File: config.mk
export PLATFORM = sky130hd
export DESIGN_NAME = irq_route_bank
export DESIGN_NICKNAME = d
export VERILOG_FILES = /design/src/rtl/irq_route_pkg.sv /design/src/rtl/irq_rst_sync.sv /design/src/rtl/irq_route_decode.sv /design/src/rtl/irq_aff_resolver.sv /design/src/rtl/irq_route_store.sv /design/src/rtl/irq_route_bank.sv
export SDC_FILE = /design/constraint.sdc
export NUM_CORES = 1
export LEC_CHECK = 0
export BUFFER_PORTS_ARGS = -buffer_cell sky130_fd_sc_hd__buf_4
export CAP_MARGIN = 0
export CELL_PAD_IN_SITES_DETAIL_PLACEMENT = 0
export CELL_PAD_IN_SITES_GLOBAL_PLACEMENT = 1
export CORE_MARGIN = 4
export CORE_UTILIZATION = 51
export DETAILED_ROUTE_END_ITERATION = 8
export PLACE_DENSITY = 0.84
export SYNTH_ARGS = -nofsm -noshare
export SYNTH_HDL_FRONTEND = slang
export SYNTH_SLANG_ARGS = --single-unit
File: constraint.sdc
create_clock -name clk -period 39 [get_ports clk]
set_clock_uncertainty 0.1 [all_clocks]
set_input_delay 0 -clock clk [delete_from_list [all_inputs] [get_ports clk]]
set_output_delay 0 -clock clk [all_outputs]
set_load 0.01 [all_outputs]
File: src/rtl/irq_route_pkg.sv
package irq_route_pkg;
  localparam int AFF_W  = 24;
  localparam int BUS_W  = 64;
  localparam int WORD_W = 32;

  // Shift a 64-bit value right by the byte offset; narrow transfers keep the low word.
  function automatic logic [BUS_W-1:0] pick_bytes(input logic [BUS_W-1:0] v,
                                                  input logic [2:0]       off,
                                                  input logic             wide);
    logic [BUS_W-1:0] sh;
    sh = v >> {off, 3'b000};
    return wide ? sh : {{(BUS_W-WORD_W){1'b0}}, sh[WORD_W-1:0]};
  endfunction
endpackage

File: src/rtl/irq_rst_sync.sv
module irq_rst_sync (
  input  logic clk,
  input  logic rst_n,
  output logic rst_sync_n
);
  logic [1:0] sync_q;

  always_ff @(posedge clk or negedge rst_n) begin
    if (!rst_n) sync_q <= 2'b00;
    else        sync_q <= {sync_q[0], 1'b1};
  end

  assign rst_sync_n = sync_q[1];
endmodule

File: src/rtl/irq_route_decode.sv
module irq_route_decode #(
  parameter int ADDR_W   = 13,
  parameter int SLOT_W   = 5,
  parameter int NUM_IRQ  = 64,
  parameter int NUM_PRIV = 32
) (
  input  logic [ADDR_W-1:0] addr,
  output logic              upper,
  output logic              in_bank,
  output logic [SLOT_W-1:0] slot
);
  localparam int ID_W = ADDR_W - 3;

  logic [ID_W-1:0] id;
  logic [ID_W-1:0] rel;
  logic            unused_low;

  assign id         = addr[ADDR_W-1:3];
  assign upper      = addr[2];
  assign unused_low = ^addr[1:0];
  assign rel        = id - ID_W'(NUM_PRIV);
  assign in_bank    = (id >= ID_W'(NUM_PRIV)) && (id < ID_W'(NUM_IRQ));
  assign slot       = rel[SLOT_W-1:0];
endmodule

File: src/rtl/irq_aff_resolver.sv
module irq_aff_resolver #(
  parameter int NUM_CPU = 4,
  parameter int CPU_W   = 2,
  parameter int AFF_W   = 24
) (
  input  logic [NUM_CPU*AFF_W-1:0] tbl,
  input  logic [AFF_W-1:0]         aff,
  output logic                     hit,
  output logic [CPU_W-1:0]         cpu
);
  logic [NUM_CPU-1:0] eq;

  for (genvar g = 0; g < NUM_CPU; g++) begin : g_cmp
    assign eq[g] = (tbl[g*AFF_W +: AFF_W] == aff);
  end

  // Lowest index wins: scan downward so the last assignment is the smallest match.
  always_comb begin
    cpu = '0;
    for (int i = NUM_CPU - 1; i >= 0; i--) begin
      if (eq[i]) cpu = CPU_W'(i);
    end
  end

  assign hit = |eq;
endmodule

File: src/rtl/irq_route_store.sv
module irq_route_store #(
  parameter int NSLOT  = 32,
  parameter int SLOT_W = 5,
  parameter int CPU_W  = 2,
  parameter int AFF_W  = 24
) (
  input  logic              clk,
  input  logic              rst_n,
  input  logic              init,
  input  logic              wr_en,
  input  logic [SLOT_W-1:0] wr_slot,
  input  logic [AFF_W-1:0]  wr_aff,
  input  logic              wr_hit,
  input  logic [CPU_W-1:0]  wr_cpu,
  input  logic              zero_hit,
  input  logic [CPU_W-1:0]  zero_cpu,
  input  logic [SLOT_W-1:0] rd_slot,
  output logic [AFF_W-1:0]  rd_aff,
  input  logic [SLOT_W-1:0] q_slot,
  output logic              q_hit,
  output logic [CPU_W-1:0]  q_cpu
);
  logic [NSLOT-1:0][AFF_W-1:0] aff_q, aff_d;
  logic [NSLOT-1:0]            hit_q, hit_d;
  logic [NSLOT-1:0][CPU_W-1:0] cpu_q, cpu_d;
  logic                        upd_en;

  assign upd_en = wr_en | init;

  always_comb begin
    aff_d = aff_q;
    hit_d = hit_q;
    cpu_d = cpu_q;
    if (init) begin
      for (int s = 0; s < NSLOT; s++) begin
        hit_d[s] = zero_hit;
        cpu_d[s] = zero_cpu;
      end
    end
    if (wr_en) begin
      aff_d[wr_slot] = wr_aff;
      hit_d[wr_slot] = wr_hit;
      cpu_d[wr_slot] = wr_cpu;
    end
  end

  always_ff @(posedge clk or negedge rst_n) begin
    if (!rst_n) begin
      aff_q <= '0;
      hit_q <= '0;
      cpu_q <= '0;
    end else if (upd_en) begin
      aff_q <= aff_d;
      hit_q <= hit_d;
      cpu_q <= cpu_d;
    end
  end

  assign rd_aff = aff_q[rd_slot];
  assign q_hit  = hit_q[q_slot];
  assign q_cpu  = hit_q[q_slot] ? cpu_q[q_slot] : '0;

  // no accepted write means no stored affinity changes
  aff_hold_chk: assert property (@(posedge clk) disable iff (!rst_n)
    !wr_en |=> $stable(aff_q));

  // an accepted write lands in its slot
  aff_land_chk: assert property (@(posedge clk) disable iff (!rst_n)
    wr_en |=> aff_q[$past(wr_slot)] == $past(wr_aff));
endmodule

File: src/rtl/irq_route_bank.sv
module irq_route_bank #(
  parameter int NUM_IRQ  = 64,
  parameter int NUM_PRIV = 32,
  parameter int ID_SPACE = 1024,
  parameter int NUM_CPU  = 4,
  parameter int ADDR_W   = $clog2(ID_SPACE * 8),
  parameter int ID_W     = ADDR_W - 3,
  parameter int CPU_W    = (NUM_CPU > 1) ? $clog2(NUM_CPU) : 1
) (
  input  logic                   clk,
  input  logic                   rst_n,
  input  logic                   req_valid,
  input  logic                   req_write,
  input  logic                   req_size,
  input  logic [ADDR_W-1:0]      req_addr,
  input  logic [63:0]            req_wdata,
  output logic                   rsp_valid,
  output logic [63:0]            rsp_rdata,
  input  logic [NUM_CPU*24-1:0]  cpu_aff_tbl,
  input  logic [ID_W-1:0]        qry_irq,
  output logic                   qry_hit,
  output logic [CPU_W-1:0]       qry_cpu
);
  import irq_route_pkg::*;

  localparam int NSLOT  = NUM_IRQ - NUM_PRIV;
  localparam int SLOT_W = (NSLOT > 1) ? $clog2(NSLOT) : 1;

  logic              rst_sync_n;
  logic              init_q;
  logic              acc_upper, acc_in_bank;
  logic [SLOT_W-1:0] acc_slot;
  logic              rd_fire, wr_en;
  logic [AFF_W-1:0]  wr_aff, rd_aff;
  logic              wr_hit, zero_hit;
  logic [CPU_W-1:0]  wr_cpu, zero_cpu;
  logic [SLOT_W-1:0] q_slot;
  logic [ID_W-1:0]   q_rel;
  logic              q_in_bank, st_hit;
  logic [CPU_W-1:0]  st_cpu;
  logic [BUS_W-1:0]  rdata_d;
  logic              unused_wdata_hi;

  irq_rst_sync u_rst (
    .clk        (clk),
    .rst_n      (rst_n),
    .rst_sync_n (rst_sync_n)
  );

  // One-shot after reset: resolve the zero affinity into every slot's target.
  always_ff @(posedge clk or negedge rst_sync_n) begin
    if (!rst_sync_n)  init_q <= 1'b1;
    else if (init_q)  init_q <= 1'b0;
  end

  irq_route_decode #(
    .ADDR_W   (ADDR_W),
    .SLOT_W   (SLOT_W),
    .NUM_IRQ  (NUM_IRQ),
    .NUM_PRIV (NUM_PRIV)
  ) u_dec (
    .addr    (req_addr),
    .upper   (acc_upper),
    .in_bank (acc_in_bank),
    .slot    (acc_slot)
  );

  assign rd_fire         = req_valid & ~req_write;
  assign wr_en           = req_valid & req_write & acc_in_bank & ~acc_upper;
  assign wr_aff          = req_wdata[AFF_W-1:0];
  assign unused_wdata_hi = ^req_wdata[63:AFF_W];

  irq_aff_resolver #(.NUM_CPU(NUM_CPU), .CPU_W(CPU_W), .AFF_W(AFF_W)) u_res_wr (
    .tbl (cpu_aff_tbl),
    .aff (wr_aff),
    .hit (wr_hit),
    .cpu (wr_cpu)
  );

  irq_aff_resolver #(.NUM_CPU(NUM_CPU), .CPU_W(CPU_W), .AFF_W(AFF_W)) u_res_zero (
    .tbl (cpu_aff_tbl),
    .aff ('0),
    .hit (zero_hit),
    .cpu (zero_cpu)
  );

  assign q_rel     = qry_irq - ID_W'(NUM_PRIV);
  assign q_slot    = q_rel[SLOT_W-1:0];
  assign q_in_bank = (qry_irq >= ID_W'(NUM_PRIV)) && (qry_irq < ID_W'(NUM_IRQ));

  irq_route_store #(
    .NSLOT  (NSLOT),
    .SLOT_W (SLOT_W),
    .CPU_W  (CPU_W),
    .AFF_W  (AFF_W)
  ) u_store (
    .clk      (clk),
    .rst_n    (rst_sync_n),
    .init     (init_q),
    .wr_en    (wr_en),
    .wr_slot  (acc_slot),
    .wr_aff   (wr_aff),
    .wr_hit   (wr_hit),
    .wr_cpu   (wr_cpu),
    .zero_hit (zero_hit),
    .zero_cpu (zero_cpu),
    .rd_slot  (acc_slot),
    .rd_aff   (rd_aff),
    .q_slot   (q_slot),
    .q_hit    (st_hit),
    .q_cpu    (st_cpu)
  );

  assign qry_hit = q_in_bank & st_hit;
  assign qry_cpu = q_in_bank ? st_cpu : '0;

  // Read data next state: only lower half of a stored slot returns data.
  always_comb begin
    rdata_d = '0;
    if (acc_in_bank && !acc_upper)
      rdata_d = pick_bytes({{(BUS_W-AFF_W){1'b0}}, rd_aff}, req_addr[2:0], req_size);
  end

  always_ff @(posedge clk or negedge rst_sync_n) begin
    if (!rst_sync_n) begin
      rsp_valid <= 1'b0;
      rsp_rdata <= '0;
    end else begin
      rsp_valid <= rd_fire;
      if (rd_fire) rsp_rdata <= rdata_d;
    end
  end


  rsp_follow_chk: assert property (@(posedge clk) disable iff (!rst_sync_n)
    rd_fire |=> rsp_valid);


  rsp_quiet_chk: assert property (@(posedge clk) disable iff (!rst_sync_n)
    !rd_fire |=> !rsp_valid);


  upper_raz_chk: assert property (@(posedge clk) disable iff (!rst_sync_n)
    (rd_fire && req_addr[2]) |=> (rsp_rdata == '0));


  qry_private_chk: assert property (@(posedge clk) disable iff (!rst_sync_n)
    (qry_irq < ID_W'(NUM_PRIV)) |-> (!qry_hit && qry_cpu == '0));
endmodule

==> metrics.md <==
| Metric | Value |
|---|---|
| Status | finished with violations |
| Failing checks | max-capacitance violations, max-slew violations |
| Synth Area per Inst | 9.291 sq um |
| CTS Hold Bufs | 32 |
| Cell mode on critical path | buf_4 |
| Ys async rst share | 100.0% |
| Max-cap violations | 1 |
| Vias per cell | 5.924 |
| Fin. max-slew vios | 2 |
| Largest net degree at the start of global routing | 177 |
| Clock power frac | 47.8% |
| Primary FF master, synth | dfrtp_1 |
| Most frequent cells in the layout | nand2_1, dfrtp_1, mux2i_1 |
| Lkg Pwr | 25.81 nW |
| CP bufs+invs | 4 |
| Worst R2R Path Depth | 4 |
| DIE WIDTH | around 300 microns |
| Worst IR Drop VDD | 33.77 uV |
| Hold Path Class | in2reg |
| Distinct cells, synth | 72 |
| Commonest non-fill, non-tap cell in the layout | nand2_1 |
| Worst path max stage delay | 0.95 ns |
| Register bit total from synthesis | 892 |
| DP Cell Count | 5743 |
| DR iter-0 viols | ~4000 |
| Clk root buf | clkbuf_16 |
| Critical Path Sink Type | asynchronous set/reset pin |
| Cells after Synth | ~4700 |
| Die area | 90480 sq um |
| Tcrit/Tclk final | 11.81% |
| Ys Warns | 0 |
| Fraction of layout instances using a drive strength above 1 | between 10% and 20% |
| Worst-path clk slew | 0.06 ns |
| Remaining antenna violation count | 0 |
| DR WL/cell | 26.24 microns |
| Fmax | roughly 220 MHz |
| # rows | 107 |
| Initial Utilization | 51.35% |
| Boundary Pins | 256 |
| Congestion Overflow GR | 0 |
| Synth top area cells | dfrtp_1, nand2_1, mux2i_1 |
| Pint | 1.532 mW |
| Hold Fails Final Rpt | 0 |
| Port bufs | 174 |
| Critical path class | reg2async |
| Arr. time, crit path | 5.16 ns |
| Critical Path RT | 39.55 ns |
| Sequential share of power | a little under half |
| Pwr dens | 41.12 nW/um^2 |
| Post-synthesis sequential area ratio | 51.05% |
| Layout Cells excl Fill | between 5000 and 6000 |
| Clock Path Buffers | 3 |
| Total GRT Usage | 34.40% |
| Clk_lat worst skew | 0.68 ns |
| Min cycle time layout | 4.604 ns |
| CTS resizes | 0 |
| DR DRC count | 0 |
| Yosys top cell by area | dfrtp_1 |
| Startpoint type of the worst setup path | flip-flop |
| Sink Count | around 890 |
| Synth-to-layout area growth | 11.92% |
| TritonCTS clock tree | yes |
| Switching pwr | 480.5 uW |
| Sw frac | 23.88% |
| Final net count | 4921 |
| Least-Margin Pin Slew | 1.544 ns |
| Post-DP HPWL | 92.04 mm |
| Post-CTS Setup Bufs | 0 |
| Unrepaired setup endpoints after global routing | false |
| Post-synth top area share | about half |
| Detailed Routing Iterations Pass 1 | 5 |
| Worst-path fanout max | about 160 |
| Initial antenna violation count | 7 |
| Final setup viols | 0 |
| CORE AREA | 85150 sq um |
| Vias in the first global route | approximately 35000 |
| Die Y | 300.8 microns |
| Hold Path Stages | 5 |
| EDFF count, synth | 0 |
| Slew headroom | -3.879% |
| Drt total wl | 156.3 mm |
| Slowest-stage cell, CP | buf_4 |
| H-tree levels | 3 |
| Comb pwr share | 5.8% |
| Critical path cell sequence | buf_12 -> buf_4 -> buf_4 -> buf_4 |
| DR vias | 35300 |
| Path length in cells of the critical path | 4 |
| Final setup TNS | 0 ns |
| Cts bufs inserted | 100 |
| Mapped cell area | 43720 sq um |
| Top delay family on crit path | buffers and inverters |
| First-pass GRT wire length | 230.4 mm |
| GP Congestion | 0.8707 |
## logic make-up after synthesis
group / count (synthesis) / synth area share, %
AND/OR/NAND/NOR: 2424 / 23.09
flip-flops: 892 / 51.05
multiplexers: 488 / 13.47
buffers and inverters: 417 / 4.971
AO/OA/AOI/OAI: 387 / 5.471
XOR/XNOR: 96 / 1.923
other: 2 / 0.01718
## area by class of cell
cell class | count | area [sq um]
fillers | 7592 | 36210
flip-flops and latches | 892 | 22330
multi-input cells | 3437 | 19470
clock buffers | 145 | 2945
repair buffers | 296 | 2347
well taps | 1144 | 1431
clock inverters | 30 | 372.9
inverters | 6 | 22.52
diodes | 8 | 20.02
## metal layers
metal | global-route usage (%) | up-vias | part of all wire [%]
met5 | 0 | - | 0.0083
met4 | 16.29 | 2 | 5.2
met3 | 7.787 | 445 | 10
met2 | 53.11 | 1855 | 45
met1 | 46.41 | 17500 | 40
li1 | - | 15490 | -
## final timing paths
kind	startpoint	to	slack [ns]
max	u_rst.sync_q[1]$_DFF_PN0_	u_store.aff_q[394]$_DFFE_PN0P_	34.40
min	req_addr[8]	u_store.cpu_q[1]$_DFFE_PN0P_	0.08
max reg2reg	u_rst.sync_q[1]$_DFF_PN0_	u_store.aff_q[394]$_DFFE_PN0P_	34.40
min reg2reg	u_rst.sync_q[1]$_DFF_PN0_	u_store.cpu_q[63]$_DFFE_PN0P_	0.24
max in group clk	req_addr[3]	rsp_rdata[11]$_DFFE_PN0P_	34.73
min in group asynchronous	rst_n	u_rst.sync_q[1]$_DFF_PN0_	0.10
## power groups by stage
stage          logic, mW  clock network (mW)  registers, mW
2_1_floorplan     0.0629                   0          0.962
5_1_grt            0.124                1.01          0.933
4_1_cts            0.116               0.971          0.933
6_report           0.117               0.963          0.933
3_3_place_gp       0.113                   0          0.949
3_5_place_dp       0.113                   0          0.950
## tightest hold or removal path, delay by kind of cell
| kind | cells | cell delay, ns |
|---|---|---|
| buffers and inverters | 1 | 0.13 |
| AND/OR/NAND/NOR | 3 | 0.53 |
| multiplexers | 1 | 0.10 |
## Yosys cell counts (3+ instances only)
master / number
nand2_1: 2159
dfrtp_1: 891
mux2i_1: 342
buf_2: 189
o22ai_1: 143
clkbuf_1: 136
a21oi_1: 81
buf_4: 72
nor4_1: 71
o21ai_0: 70
mux4_2: 69
xor2_1: 56
mux2_2: 52
xnor2_1: 40
nor2b_1: 38
a211oi_1: 27
nand3_1: 24
mux2_1: 22
nor3_4: 19
a22oi_1: 16
nand4_1: 16
nand3_2: 14
buf_6: 12
nor2_1: 12
and3_1: 10
a22o_1: 8
nor3_1: 8
a41o_1: 6
nand4bb_1: 6
o211ai_1: 6
o21ai_1: 6
or2_2: 6
a31oi_1: 5
nand2b_1: 5
nor3_2: 5
and2_1: 4
inv_1: 4
a21boi_0: 3
mux4_1: 3
o2111ai_1: 3
or3_1: 3
or4_1: 3
or4b_1: 3
## metrics by stage
stage	worst slack, ns	instance area (sq um)	power [mW]	utilization [%]	hold slack, ns
after floorplan	12.20	43870	1.025	-	-0.3956
after global placement	34.29	45280	1.062	53.17	-0.3164
after detailed placement	34.30	45280	1.063	53.17	-0.3157
after CTS	34.28	48910	2.019	57.45	0.02705
after global routing	33.82	48910	2.068	57.45	0.06323
final	34.40	48930	2.012	57.47	0.07946
## sequential cells by signal (all words and copies together), names as in the netlist
signal         flops
u_store.cpu_q     64
init_q             1
u_store.aff_q    768
rsp_rdata         24
u_rst.sync_q       2
rsp_valid          1
u_store.hit_q     32
(Power assumes the default switching activity.)
